## config.mk

```make
export PLATFORM = sky130hd
export DESIGN_NAME = trap_sequencer
export DESIGN_NICKNAME = d
export VERILOG_FILES = /design/src/rtl/trap_seq_pkg.sv /design/src/rtl/nmi_latch.sv /design/src/rtl/trap_arb.sv /design/src/rtl/trap_fsm.sv /design/src/rtl/trap_sequencer.sv
export SDC_FILE = /design/constraint.sdc
export NUM_CORES = 1
export LEC_CHECK = 0
export ABC_AREA = 1
export BUFFER_PORTS_ARGS = -buffer_cell sky130_fd_sc_hd__buf_2
export CAP_MARGIN = 30
export CORE_MARGIN = 2
export CORE_UTILIZATION = 46
export CTS_CLUSTER_DIAMETER = 80
export DETAILED_ROUTE_END_ITERATION = 6
export GPL_ROUTABILITY_DRIVEN = 1
export GPL_TIMING_DRIVEN = 0
export PLACE_DENSITY = 0.83
export SLEW_MARGIN = 20
export SYNTH_ARGS = -nofsm -noshare
export SYNTH_HDL_FRONTEND = slang
export SYNTH_SLANG_ARGS = --single-unit
```

## constraint.sdc

```tcl
create_clock -name clk -period 2.95 [get_ports clk]
set_input_delay 0.59 -clock clk [delete_from_list [all_inputs] [get_ports clk]]
set_output_delay 0.59 -clock clk [all_outputs]
set_load 0.1 [all_outputs]
```

## src/rtl/trap_seq_pkg.sv

```systemverilog
package trap_seq_pkg;

  localparam int WORD_W = 16;
  localparam int ADDR_W = 20;
  localparam int TYPE_W = 8;
  localparam int SEG_SHIFT = 4;

  // flag bit positions the sequencer reads or clears
  localparam int IF_POS = 9;
  localparam int TF_POS = 8;
  localparam int OF_POS = 11;

  // fixed vector numbers
  localparam int DIV_VEC  = 0;
  localparam int STEP_VEC = 1;
  localparam int NMI_VEC  = 2;
  localparam int OVF_VEC  = 4;

  typedef enum logic [3:0] {
    ST_IDLE,
    ST_PUSH_FL,
    ST_PUSH_CS,
    ST_PUSH_IP,
    ST_VEC_IP,
    ST_VEC_CS,
    ST_POP_IP,
    ST_POP_CS,
    ST_POP_FL,
    ST_DONE
  } seq_state_e;

  typedef enum logic [2:0] {
    SRC_NONE,
    SRC_DIV,
    SRC_SWI,
    SRC_OVF,
    SRC_NMI,
    SRC_INTR,
    SRC_STEP
  } src_e;

endpackage

```

## src/rtl/nmi_latch.sv

```systemverilog
module nmi_latch (
  input  logic clk,
  input  logic rst_n,
  input  logic lvl_i,
  input  logic clr_i,
  output logic pend_o
);

  logic prev_q;
  logic pend_q;
  logic rise_w;

  assign rise_w = lvl_i & ~prev_q;

  always_ff @(posedge clk) begin
    if (!rst_n) begin
      prev_q <= 1'b0;
      pend_q <= 1'b0;
    end else begin
      prev_q <= lvl_i;
      pend_q <= (pend_q & ~clr_i) | rise_w;
    end
  end

  assign pend_o = pend_q;

  // a pending NMI is never lost until it is serviced
  p_nmi_keep_r5: assert property (@(posedge clk) disable iff (!rst_n)
    pend_o && !clr_i |=> pend_o);

endmodule

```

## src/rtl/trap_arb.sv

```systemverilog
module trap_arb
  import trap_seq_pkg::*;
#(
  parameter int TW = TYPE_W
) (
  input  logic          div_err_i,
  input  logic          swi_req_i,
  input  logic [TW-1:0] swi_type_i,
  input  logic          into_i,
  input  logic          of_i,
  input  logic          nmi_pend_i,
  input  logic          intr_i,
  input  logic          if_i,
  input  logic [TW-1:0] intr_type_i,
  input  logic          tf_i,
  output logic          take_o,
  output logic          skip_o,
  output src_e          src_o,
  output logic [TW-1:0] type_o
);

  always_comb begin
    take_o = 1'b1;
    skip_o = 1'b0;
    src_o  = SRC_NONE;
    type_o = '0;
    if (div_err_i) begin
      src_o  = SRC_DIV;
      type_o = TW'(DIV_VEC);
    end else if (swi_req_i) begin
      src_o  = SRC_SWI;
      type_o = swi_type_i;
    end else if (into_i) begin
      if (of_i) begin
        src_o  = SRC_OVF;
        type_o = TW'(OVF_VEC);
      end else begin
        take_o = 1'b0;
        skip_o = 1'b1;
      end
    end else if (nmi_pend_i) begin
      src_o  = SRC_NMI;
      type_o = TW'(NMI_VEC);
    end else if (intr_i && if_i) begin
      src_o  = SRC_INTR;
      type_o = intr_type_i;
    end else if (tf_i) begin
      src_o  = SRC_STEP;
      type_o = TW'(STEP_VEC);
    end else begin
      take_o = 1'b0;
    end
  end

endmodule

```

## src/rtl/trap_fsm.sv

```systemverilog
module trap_fsm
  import trap_seq_pkg::*;
#(
  parameter int FW  = WORD_W,
  parameter int AW  = ADDR_W,
  parameter int TW  = TYPE_W,
  parameter int SH  = SEG_SHIFT,
  parameter int IFB = IF_POS,
  parameter int TFB = TF_POS
) (
  input  logic          clk,
  input  logic          rst_n,
  input  logic          boundary_i,
  input  logic          iret_i,
  input  logic          take_i,
  input  logic          skip_i,
  input  logic [TW-1:0] type_i,
  input  logic [FW-1:0] flags_i,
  input  logic [FW-1:0] cs_i,
  input  logic [FW-1:0] ip_i,
  input  logic [FW-1:0] ss_i,
  input  logic [FW-1:0] sp_i,
  output logic          mem_valid_o,
  output logic          mem_write_o,
  output logic [AW-1:0] mem_addr_o,
  output logic [FW-1:0] mem_wdata_o,
  input  logic          mem_ready_i,
  input  logic [FW-1:0] mem_rdata_i,
  output logic [FW-1:0] cs_o,
  output logic [FW-1:0] ip_o,
  output logic [FW-1:0] sp_o,
  output logic [FW-1:0] flags_o,
  output logic          busy_o,
  output logic          done_o,
  output logic          skip_o,
  output logic          accept_o
);

  localparam int VEC_SHIFT = 2;
  localparam int STEP      = 2;

  // ---- address arithmetic ----
  function automatic logic [AW-1:0] seg_off(input logic [FW-1:0] seg,
                                            input logic [FW-1:0] off);
    logic [AW-1:0] base;
    base = AW'(seg) << SH;
    return base + AW'(off);
  endfunction

  function automatic logic [AW-1:0] vec_slot(input logic [TW-1:0] vec,
                                             input logic hi);
    logic [AW-1:0] base;
    base = AW'(vec) << VEC_SHIFT;
    return hi ? base + AW'(STEP) : base;
  endfunction

  function automatic logic [FW-1:0] sp_move(input logic [FW-1:0] sp,
                                            input logic up);
    return up ? sp + FW'(STEP) : sp - FW'(STEP);
  endfunction

  // ---- state ----
  seq_state_e    state_q;
  logic [FW-1:0] fl_q, cs_q, ip_q, ss_q, sp_q;
  logic [TW-1:0] vec_q;
  logic          skip_q;

  logic idle_w, ret_start_w, accept_w, skip_fire_w, fire_w;

  assign idle_w      = (state_q == ST_IDLE);
  assign ret_start_w = idle_w && boundary_i && iret_i;
  assign accept_w    = idle_w && boundary_i && !iret_i && take_i;
  assign skip_fire_w = idle_w && boundary_i && !iret_i && !take_i && skip_i;
  assign fire_w      = mem_valid_o && mem_ready_i;

  // ---- memory request decode ----
  always_comb begin
    mem_valid_o = 1'b0;
    mem_write_o = 1'b0;
    mem_addr_o  = '0;
    mem_wdata_o = '0;
    unique case (state_q)
      ST_PUSH_FL: begin
        mem_valid_o = 1'b1;
        mem_write_o = 1'b1;
        mem_addr_o  = seg_off(ss_q, sp_move(sp_q, 1'b0));
        mem_wdata_o = fl_q;
      end
      ST_PUSH_CS: begin
        mem_valid_o = 1'b1;
        mem_write_o = 1'b1;
        mem_addr_o  = seg_off(ss_q, sp_move(sp_q, 1'b0));
        mem_wdata_o = cs_q;
      end
      ST_PUSH_IP: begin
        mem_valid_o = 1'b1;
        mem_write_o = 1'b1;
        mem_addr_o  = seg_off(ss_q, sp_move(sp_q, 1'b0));
        mem_wdata_o = ip_q;
      end
      ST_VEC_IP: begin
        mem_valid_o = 1'b1;
        mem_addr_o  = vec_slot(vec_q, 1'b0);
      end
      ST_VEC_CS: begin
        mem_valid_o = 1'b1;
        mem_addr_o  = vec_slot(vec_q, 1'b1);
      end
      ST_POP_IP, ST_POP_CS, ST_POP_FL: begin
        mem_valid_o = 1'b1;
        mem_addr_o  = seg_off(ss_q, sp_q);
      end
      default: ;
    endcase
  end

  // ---- sequencing ----
  always_ff @(posedge clk) begin
    if (!rst_n) begin
      state_q <= ST_IDLE;
      fl_q    <= '0;
      cs_q    <= '0;
      ip_q    <= '0;
      ss_q    <= '0;
      sp_q    <= '0;
      vec_q   <= '0;
      skip_q  <= 1'b0;
    end else begin
      skip_q <= skip_fire_w;
      unique case (state_q)
        ST_IDLE: begin
          if (ret_start_w) begin
            ss_q    <= ss_i;
            sp_q    <= sp_i;
            state_q <= ST_POP_IP;
          end else if (accept_w) begin
            fl_q    <= flags_i;
            cs_q    <= cs_i;
            ip_q    <= ip_i;
            ss_q    <= ss_i;
            sp_q    <= sp_i;
            vec_q   <= type_i;
            state_q <= ST_PUSH_FL;
          end
        end
        ST_PUSH_FL: if (fire_w) begin
          sp_q      <= sp_move(sp_q, 1'b0);
          fl_q[IFB] <= 1'b0;
          fl_q[TFB] <= 1'b0;
          state_q   <= ST_PUSH_CS;
        end
        ST_PUSH_CS: if (fire_w) begin
          sp_q    <= sp_move(sp_q, 1'b0);
          state_q <= ST_PUSH_IP;
        end
        ST_PUSH_IP: if (fire_w) begin
          sp_q    <= sp_move(sp_q, 1'b0);
          state_q <= ST_VEC_IP;
        end
        ST_VEC_IP: if (fire_w) begin
          ip_q    <= mem_rdata_i;
          state_q <= ST_VEC_CS;
        end
        ST_VEC_CS: if (fire_w) begin
          cs_q    <= mem_rdata_i;
          state_q <= ST_DONE;
        end
        ST_POP_IP: if (fire_w) begin
          ip_q    <= mem_rdata_i;
          sp_q    <= sp_move(sp_q, 1'b1);
          state_q <= ST_POP_CS;
        end
        ST_POP_CS: if (fire_w) begin
          cs_q    <= mem_rdata_i;
          sp_q    <= sp_move(sp_q, 1'b1);
          state_q <= ST_POP_FL;
        end
        ST_POP_FL: if (fire_w) begin
          fl_q    <= mem_rdata_i;
          sp_q    <= sp_move(sp_q, 1'b1);
          state_q <= ST_DONE;
        end
        ST_DONE: state_q <= ST_IDLE;
        default: state_q <= ST_IDLE;
      endcase
    end
  end

  assign cs_o     = cs_q;
  assign ip_o     = ip_q;
  assign sp_o     = sp_q;
  assign flags_o  = fl_q;
  assign busy_o   = !idle_w;
  assign done_o   = (state_q == ST_DONE);
  assign skip_o   = skip_q;
  assign accept_o = accept_w;

  // ---- checks next to the logic they guard ----
  p_hold_req_r10: assert property (@(posedge clk) disable iff (!rst_n)
    mem_valid_o && !mem_ready_i |=> mem_valid_o && $stable(mem_addr_o)
      && $stable(mem_wdata_o) && $stable(mem_write_o));

  p_push_step_r2: assert property (@(posedge clk) disable iff (!rst_n)
    fire_w && mem_write_o |=> sp_q == FW'($past(sp_q) - FW'(STEP)));

  p_pop_step_r9: assert property (@(posedge clk) disable iff (!rst_n)
    fire_w && !mem_write_o && (state_q == ST_POP_IP || state_q == ST_POP_CS
      || state_q == ST_POP_FL) |=> sp_q == FW'($past(sp_q) + FW'(STEP)));

  p_mask_cleared_r3: assert property (@(posedge clk) disable iff (!rst_n)
    state_q == ST_PUSH_CS |-> !fl_q[IFB] && !fl_q[TFB]);

  p_done_single_r11: assert property (@(posedge clk) disable iff (!rst_n)
    done_o |=> !done_o);

  p_skip_quiet_r8: assert property (@(posedge clk) disable iff (!rst_n)
    skip_o |-> !mem_valid_o && !busy_o);

endmodule

```

## src/rtl/trap_sequencer.sv

```systemverilog
module trap_sequencer
  import trap_seq_pkg::*;
#(
  parameter int FW = WORD_W,
  parameter int AW = ADDR_W,
  parameter int TW = TYPE_W
) (
  input  logic          clk,
  input  logic          rst_n,
  input  logic          boundary_i,
  input  logic          iret_i,
  input  logic          div_err_i,
  input  logic          swi_req_i,
  input  logic [TW-1:0] swi_type_i,
  input  logic          into_i,
  input  logic          nmi_i,
  input  logic          intr_i,
  input  logic [TW-1:0] intr_type_i,
  input  logic [FW-1:0] flags_i,
  input  logic [FW-1:0] cs_i,
  input  logic [FW-1:0] ip_i,
  input  logic [FW-1:0] ss_i,
  input  logic [FW-1:0] sp_i,
  output logic          mem_valid_o,
  output logic          mem_write_o,
  output logic [AW-1:0] mem_addr_o,
  output logic [FW-1:0] mem_wdata_o,
  input  logic          mem_ready_i,
  input  logic [FW-1:0] mem_rdata_i,
  output logic [FW-1:0] cs_o,
  output logic [FW-1:0] ip_o,
  output logic [FW-1:0] sp_o,
  output logic [FW-1:0] flags_o,
  output logic          busy_o,
  output logic          done_o,
  output logic          skip_o
);

  logic          nmi_pend_w;
  logic          nmi_clr_w;
  logic          take_w;
  logic          skip_req_w;
  src_e          src_w;
  logic [TW-1:0] vec_w;
  logic          accept_w;

  assign nmi_clr_w = accept_w && (src_w == SRC_NMI);

  nmi_latch u_nmi (
    .clk    (clk),
    .rst_n  (rst_n),
    .lvl_i  (nmi_i),
    .clr_i  (nmi_clr_w),
    .pend_o (nmi_pend_w)
  );

  trap_arb #(.TW(TW)) u_arb (
    .div_err_i   (div_err_i),
    .swi_req_i   (swi_req_i),
    .swi_type_i  (swi_type_i),
    .into_i      (into_i),
    .of_i        (flags_i[OF_POS]),
    .nmi_pend_i  (nmi_pend_w),
    .intr_i      (intr_i),
    .if_i        (flags_i[IF_POS]),
    .intr_type_i (intr_type_i),
    .tf_i        (flags_i[TF_POS]),
    .take_o      (take_w),
    .skip_o      (skip_req_w),
    .src_o       (src_w),
    .type_o      (vec_w)
  );

  trap_fsm #(.FW(FW), .AW(AW), .TW(TW)) u_fsm (
    .clk         (clk),
    .rst_n       (rst_n),
    .boundary_i  (boundary_i),
    .iret_i      (iret_i),
    .take_i      (take_w),
    .skip_i      (skip_req_w),
    .type_i      (vec_w),
    .flags_i     (flags_i),
    .cs_i        (cs_i),
    .ip_i        (ip_i),
    .ss_i        (ss_i),
    .sp_i        (sp_i),
    .mem_valid_o (mem_valid_o),
    .mem_write_o (mem_write_o),
    .mem_addr_o  (mem_addr_o),
    .mem_wdata_o (mem_wdata_o),
    .mem_ready_i (mem_ready_i),
    .mem_rdata_i (mem_rdata_i),
    .cs_o        (cs_o),
    .ip_o        (ip_o),
    .sp_o        (sp_o),
    .flags_o     (flags_o),
    .busy_o      (busy_o),
    .done_o      (done_o),
    .skip_o      (skip_o),
    .accept_o    (accept_w)
  );

  // a masked INTR never starts an entry when nothing else is requesting
  p_intr_masked_r6: assert property (@(posedge clk) disable iff (!rst_n)
    boundary_i && !busy_o && !iret_i && intr_i && !flags_i[IF_POS]
      && !div_err_i && !swi_req_i && !into_i && !nmi_pend_w
      && !flags_i[TF_POS] |=> !busy_o);

endmodule

```

Word-level counts from Yosys, hierarchy flattened
Cells that the tools add are included.
{ "totals": {"mem_count": 0, "mem_bits_rw": 0, "latchBits": 0, "inputBits": 122, "output_inout_bits": 105, "rom_bits": 0, "reg_bits": 95} }
{ "op_classes": {"shifts": 0, "div": 0, "magnitude_cmp": 0, "n_bitwise": 6, "n_eq_ne": 25, "multipliers": 0, "n_reduce_logical": 33, "mux": 59, "n_addsub": 5} }
{ "op_table": {"columns": ["operator", "n"], "rows": [
  ["16-bit 2-to-1 mux", 13],
  ["16-bit one-hot mux with 3 select lines", 2],
  ["20-bit one-hot mux with 4 select lines", 1],
  ["16-bit one-hot mux with 2 select lines", 2],
  ["20-bit by 16-bit adder with 20-bit output", 2],
  ["8-bit 2-to-1 mux", 5],
  ["4-bit 2-to-1 mux", 9],
  ["4-bit one-hot mux with 8 select lines", 1],
  ["2-bit by 1-bit inequality test with 1-bit output (second input constant)", 12],
  ["3-bit 2-to-1 mux", 7],
  ["16-bit by 2-bit adder with 16-bit output (second input constant)", 1],
  ["4-bit by 3-bit == test with 1-bit output (second input constant)", 4],
  ["8-bit one-hot mux with 2 select lines", 1],
  ["4-bit AND reduction", 4],
  ["16-bit by 2-bit subtractor with 16-bit output (second input constant)", 1],
  ["1-bit 2-to-1 mux", 14],
  ["6-bit one-hot mux with 2 select lines", 1],
  ["10-bit by 2-bit adder with 11-bit output (second input constant)", 1],
  ["1-bit logical AND", 9],
  ["4-bit by 2-bit == test with 1-bit output (second input constant)", 2],
  ["4-bit == test (second input constant)", 2],
  ["8-bit AND reduction", 1],
  ["2-bit nonzero test", 4],
  ["8-bit OR reduction", 1],
  ["17 further kinds", 28]
]} }

Longest topological paths before layout
{ "logic_depth": {"depth_word": 11, "ltp_mapped": 19, "ltp_nobuf": 18} }

Cells and area by module
Synthesis repeated with hierarchy kept, for this count alone.
{ "hier_totals": {"cells_unflattened": 1158, "area_unflattened_um2": 6771.5} }
{ "by_module_without_submodules": {"columns": ["module", "seq_area_each_um2", "n_inst", "cells_each", "area_per_inst_um2"], "rows": [
  ["trap_fsm", 1861.8, 1, 1092, 6421.2],
  ["trap_arb", 0.0, 1, 52, 260.2],
  ["nmi_latch", 40.0, 1, 9, 68.8],
  ["trap_sequencer", 0.0, 1, 5, 21.3]
]} }

Worst setup path before layout
No wires, ideal clock.
{ "synth_timing": {"path_type": "register to output", "from": "register u_fsm.sp_q[1], in the netlist u_fsm.sp_o[1]", "to": "output mem_addr_o[8]", "path_buffers": 0, "stages_incl_launch_ff": 14, "t_arrival_ns": 4.930, "path_slack_ns": -2.570, "required_time_ns": 2.360, "path_cell_list": "dfxtp_1 -> inv_1 -> ha_1 -> nand2_1 -> xor2_1 -> nand2_1 -> o21ai_0 -> inv_1 -> fa_1 -> inv_1 -> nand3_1 -> nand2_1 -> xnor2_1 -> o21ai_0"} }
{ "synth_via": {"elab_chain_len": 3} }
{ "synth_lines": {"columns": ["item", "line", "source"], "rows": [
  ["start: declaration", "trap_fsm.sv:64", "logic [FW-1:0] fl_q, cs_q, ip_q, ss_q, sp_q;"],
  ["start signal: assignment", "trap_fsm.sv:134", "sp_q <= sp_i;"],
  ["start signal: assignment", "trap_fsm.sv:141", "sp_q <= sp_i;"],
  ["start signal: assignment", "trap_fsm.sv:147", "sp_q <= sp_move(sp_q, 1'b0);"],
  ["16-bit by 2-bit subtractor with 16-bit output", "trap_fsm.sv:59", "return up ? sp + FW'(STEP) : sp - FW'(STEP);"],
  ["20-bit by 16-bit adder with 20-bit output", "trap_fsm.sv:47", "return base + AW'(off);"],
  ["20-bit one-hot mux with 4 select lines (*)", "trap_fsm.sv:82", "unique case (state_q)"],
  ["end: declaration", "trap_sequencer.sv:26", "output logic [AW-1:0] mem_addr_o,"]
]} }
Every way passes the cells marked *; elsewhere a longest branch is shown, timed or not.

Worst setup path after layout
{ "layout_timing": {"from": "register u_fsm.sp_q[2], in the netlist u_fsm.sp_o[2]", "to": "output mem_addr_o[17]"} }
Same word-level chain as after synthesis.

==> out/qor.txt <==
Setup ws final -> -0.642 ns
Slew Viols, Final -> 0
Tot GR Track Use -> 35.6%
Peak Freq -> 0.278 GHz
Cells after synthesis -> 1100
GRT met3 Usage -> 8.70%
Maxcap violations -> 0
Clk_lat worst skew -> 0.37 ns
CP max stage cell -> dfxtp_4
Crit. End Element -> output pin
Slew @ Worst Pin -> 0.826 ns
Number of global-route vias before repair -> 8478
Nets -> 1537
Skew final -> 0.0130 ns
Syn nets -> 1238
CTS tree -> done
Number of library cell types mapped by synthesis -> 42
Main combinational cell family by area after synthesis -> simple AND/OR/NAND/NOR gates
H-Tree Depth -> 3
Crit share post-route -> 122%
Hold Vio Cnt, Final -> 0
Commonest register cell after synthesis -> dfxtp_1
Gpl congestion -> 0.962
Average footprint of a synthesized cell -> 6.03 µm²
Top-area cell type share of the netlist area -> 28.7%
Gr busiest metal -> met2
Multiplexer share of the synthesized area -> 0%
Ys Warns -> 0
Grt met2 use -> 59.5%
Hold crit path type -> reg -> reg
Antenna Violating Nets Remaining -> 0
Io pins -> 227
GR Layer Usage met1 -> 39.4%
DR iter-0 viols -> 1280
Async SR Flop Fraction -> 0%
Worst slew margin -> 44.5%
Die Wd -> 124 µm
PortBufs -> 224
Core Util, Final -> 73.7%
Final setup violation count -> 15
Post-synthesis xor/xnor area fraction -> 1.19%
Dpl hpwl -> 18900 µm
Synth area leaders -> dfxtp_1, nand2_1, nor2_1, o21ai_0, nand3_1
Clock Root Buffer -> clkbuf_16
Post-Synth Adder-Cell Area -> 3.13%
Crit start category -> flop
Via density -> 5.89
CP Data Arrival Time -> 3.00 ns
Post-synthesis register bit count -> 95
Required @ worst endpoint -> 2.36 ns
Routed via count -> 9328
Outcome -> finished, violations left
Setup TNS Final -> -7.67 ns
FP Rows -> 43
Layout area overhead -> 55.4%
Register area share after synthesis -> 28.7%
# fillers -> 1050
Global-route wire length before repair -> 42000 µm
Routed WL -> 30800 µm
Layout cells sized above 1 -> 39.5%
Core Footprint -> 14000 µm²
Critical-path cell list -> nor2_4 -> nand2_2 -> nor2_4 -> buf_4 -> nand3_1 -> nand3_2 -> o21ai_4 -> ha_4 -> nand2_2 -> nor2_2 -> nand3_1 -> or2_4 -> nand3_2 -> nand2_2 -> nor2_4 -> buf_12
RSZ-0062 raised after global routing -> true
Syn Std Cell Area -> 6630 µm²
Largest net degree at the start of global routing -> 19
GRT Residual Overflow -> 0
Top post-synthesis cells by count -> nand2_1, nor2_1, inv_1, o21ai_0, dfxtp_1
CP max stage delay -> 0.39 ns
DRC -> 1
Synth Area in Compound Gates -> 19.5%
Antenna violations before repair -> 1
Clk slew on worst S/H paths -> 0.08 ns
CP Max Fanout -> 4
Failing checks -> design-rule violations, negative setup slack
Most common cell in the netlist -> nand2_1
Tmin final -> 3.59 ns
CTS Buf Count -> 9
Die H -> 124 µm
Initial Util -> 47.4%
DR pass1 iterations -> 7
Die area -> 15400 µm²
Post-synth top area cell -> dfxtp_1
Clock sink total -> 95
DR WL/cell -> 19.4 µm
Critical path type -> reg -> out
Simple-Gate Fraction of Synth Area -> 37.0%
Clock Tree Buf Depth -> 2
EDFF count, synth -> 0
==> through the flow <==
stage / worst slack (ns) / std cells / cell area (µm²) / hold slack (ns)
2_1_floorplan: -0.495 / 1100 / 7010 / 0.389
3_3_place_gp: -0.941 / 1504 / 8360 / 0.396
3_5_place_dp: -0.990 / 1504 / 8360 / 0.414
4_1_cts: -0.521 / 1570 / 9800 / 0.434
5_1_grt: -0.711 / 1585 / 10300 / 0.468
6_report: -0.642 / 1585 / 10300 / 0.423
==> what timing repair did <==
action | 4_1_cts | 5_1_grt
pin swaps | 54 | 45
gates resized for setup | 210 | 82
setup endpoints to repair | 30 | 31
setup buffers | 55 | 23
hold buffers | 0 | 0
gates cloned | 1 | 0
==> critical path: cells and delay by family (launching register included) <==
kind	cells	cell delay [ns]
AO/OA/AOI/OAI	1	0.12
buffers and inverters	2	0.32
AND/OR/NAND/NOR	12	1.47
flip-flops	1	0.39
adder cells (fa/ha/maj)	1	0.33
==> final timing paths <==
path	startpoint	endpoint	slack, ns	cells past startpoint
max	u_fsm.sp_o[2]	mem_addr_o[17]	-0.64	16
min	u_nmi.prev_q	u_nmi.pend_o	0.42	1
max reg2reg	u_fsm.sp_o[5]	u_fsm.sp_o[15]	0.13	20
min reg2reg	u_nmi.prev_q	u_nmi.pend_o	0.42	1
==> area by class of cell <==
| class | count | area, µm² | area share, % |
|---|---|---|---|
| multi-input cells | 835 | 5080 | 49.3 |
| repair buffers | 296 | 1980 | 19.2 |
| flip-flops and latches | 95 | 1960 | 19.0 |
| inverters | 117 | 463 | 4.49 |
| plain buffers | 45 | 287 | 2.78 |
| clock buffers | 10 | 250 | 2.43 |
| well taps | 180 | 225 | 2.19 |
| clock inverters | 6 | 58.8 | 0.571 |
| diodes | 1 | 2.50 | 0.0243 |
==> metal layers <==
layer  share of wire (%)  routed length, µm
met4                 7.5               2300
met3                  12               3650
met2                  47              14400
met5                   0                  0
met1                  34              10500
==> layout by cell type (no fill, tap or decap), types with 8 or more instances in the layout <==
cell       count
a21oi_1       50
a21oi_2        9
a21oi_4       10
buf_12        15
buf_2        205
buf_4         72
buf_6         17
clkbuf_1      18
clkbuf_16     11
dfxtp_1       74
dfxtp_2        8
dfxtp_4       13
ha_4          10
inv_1         97
inv_2         14
nand2_1      253
nand2_2       30
nand2_4       12
nand3_1       70
nand3_2       16
nand4_1       10
nor2_1       125
nor2_2        14
nor2_4        22
nor3_1         9
o21ai_0       85
o21ai_1       21
o21ai_2        9
o21ai_4       13
o221ai_2      10
==> state kept, by name, summed over array words and instances (netlist names), 4 cells and up <==
name,cells
u_fsm.state_q,4
u_fsm.flags_o,16
u_fsm.ip_o,16
u_fsm.ss_q,16
u_fsm.cs_o,16
u_fsm.sp_o,16
u_fsm.vec_q,8
==> cell families (layout without fill, tap and decap cells) <==
family,Yosys count,after routing
XOR/XNOR,9,9
other,0,1
AND/OR/NAND/NOR,578,578
flip-flops,95,95
AO/OA/AOI/OAI,232,232
buffers and inverters,170,474
adder cells (fa/ha/maj),16,16
Power is left out: the tool's default activity adds up to more than one toggle a clock period on the data nets, which glitch-free logic cannot reach.
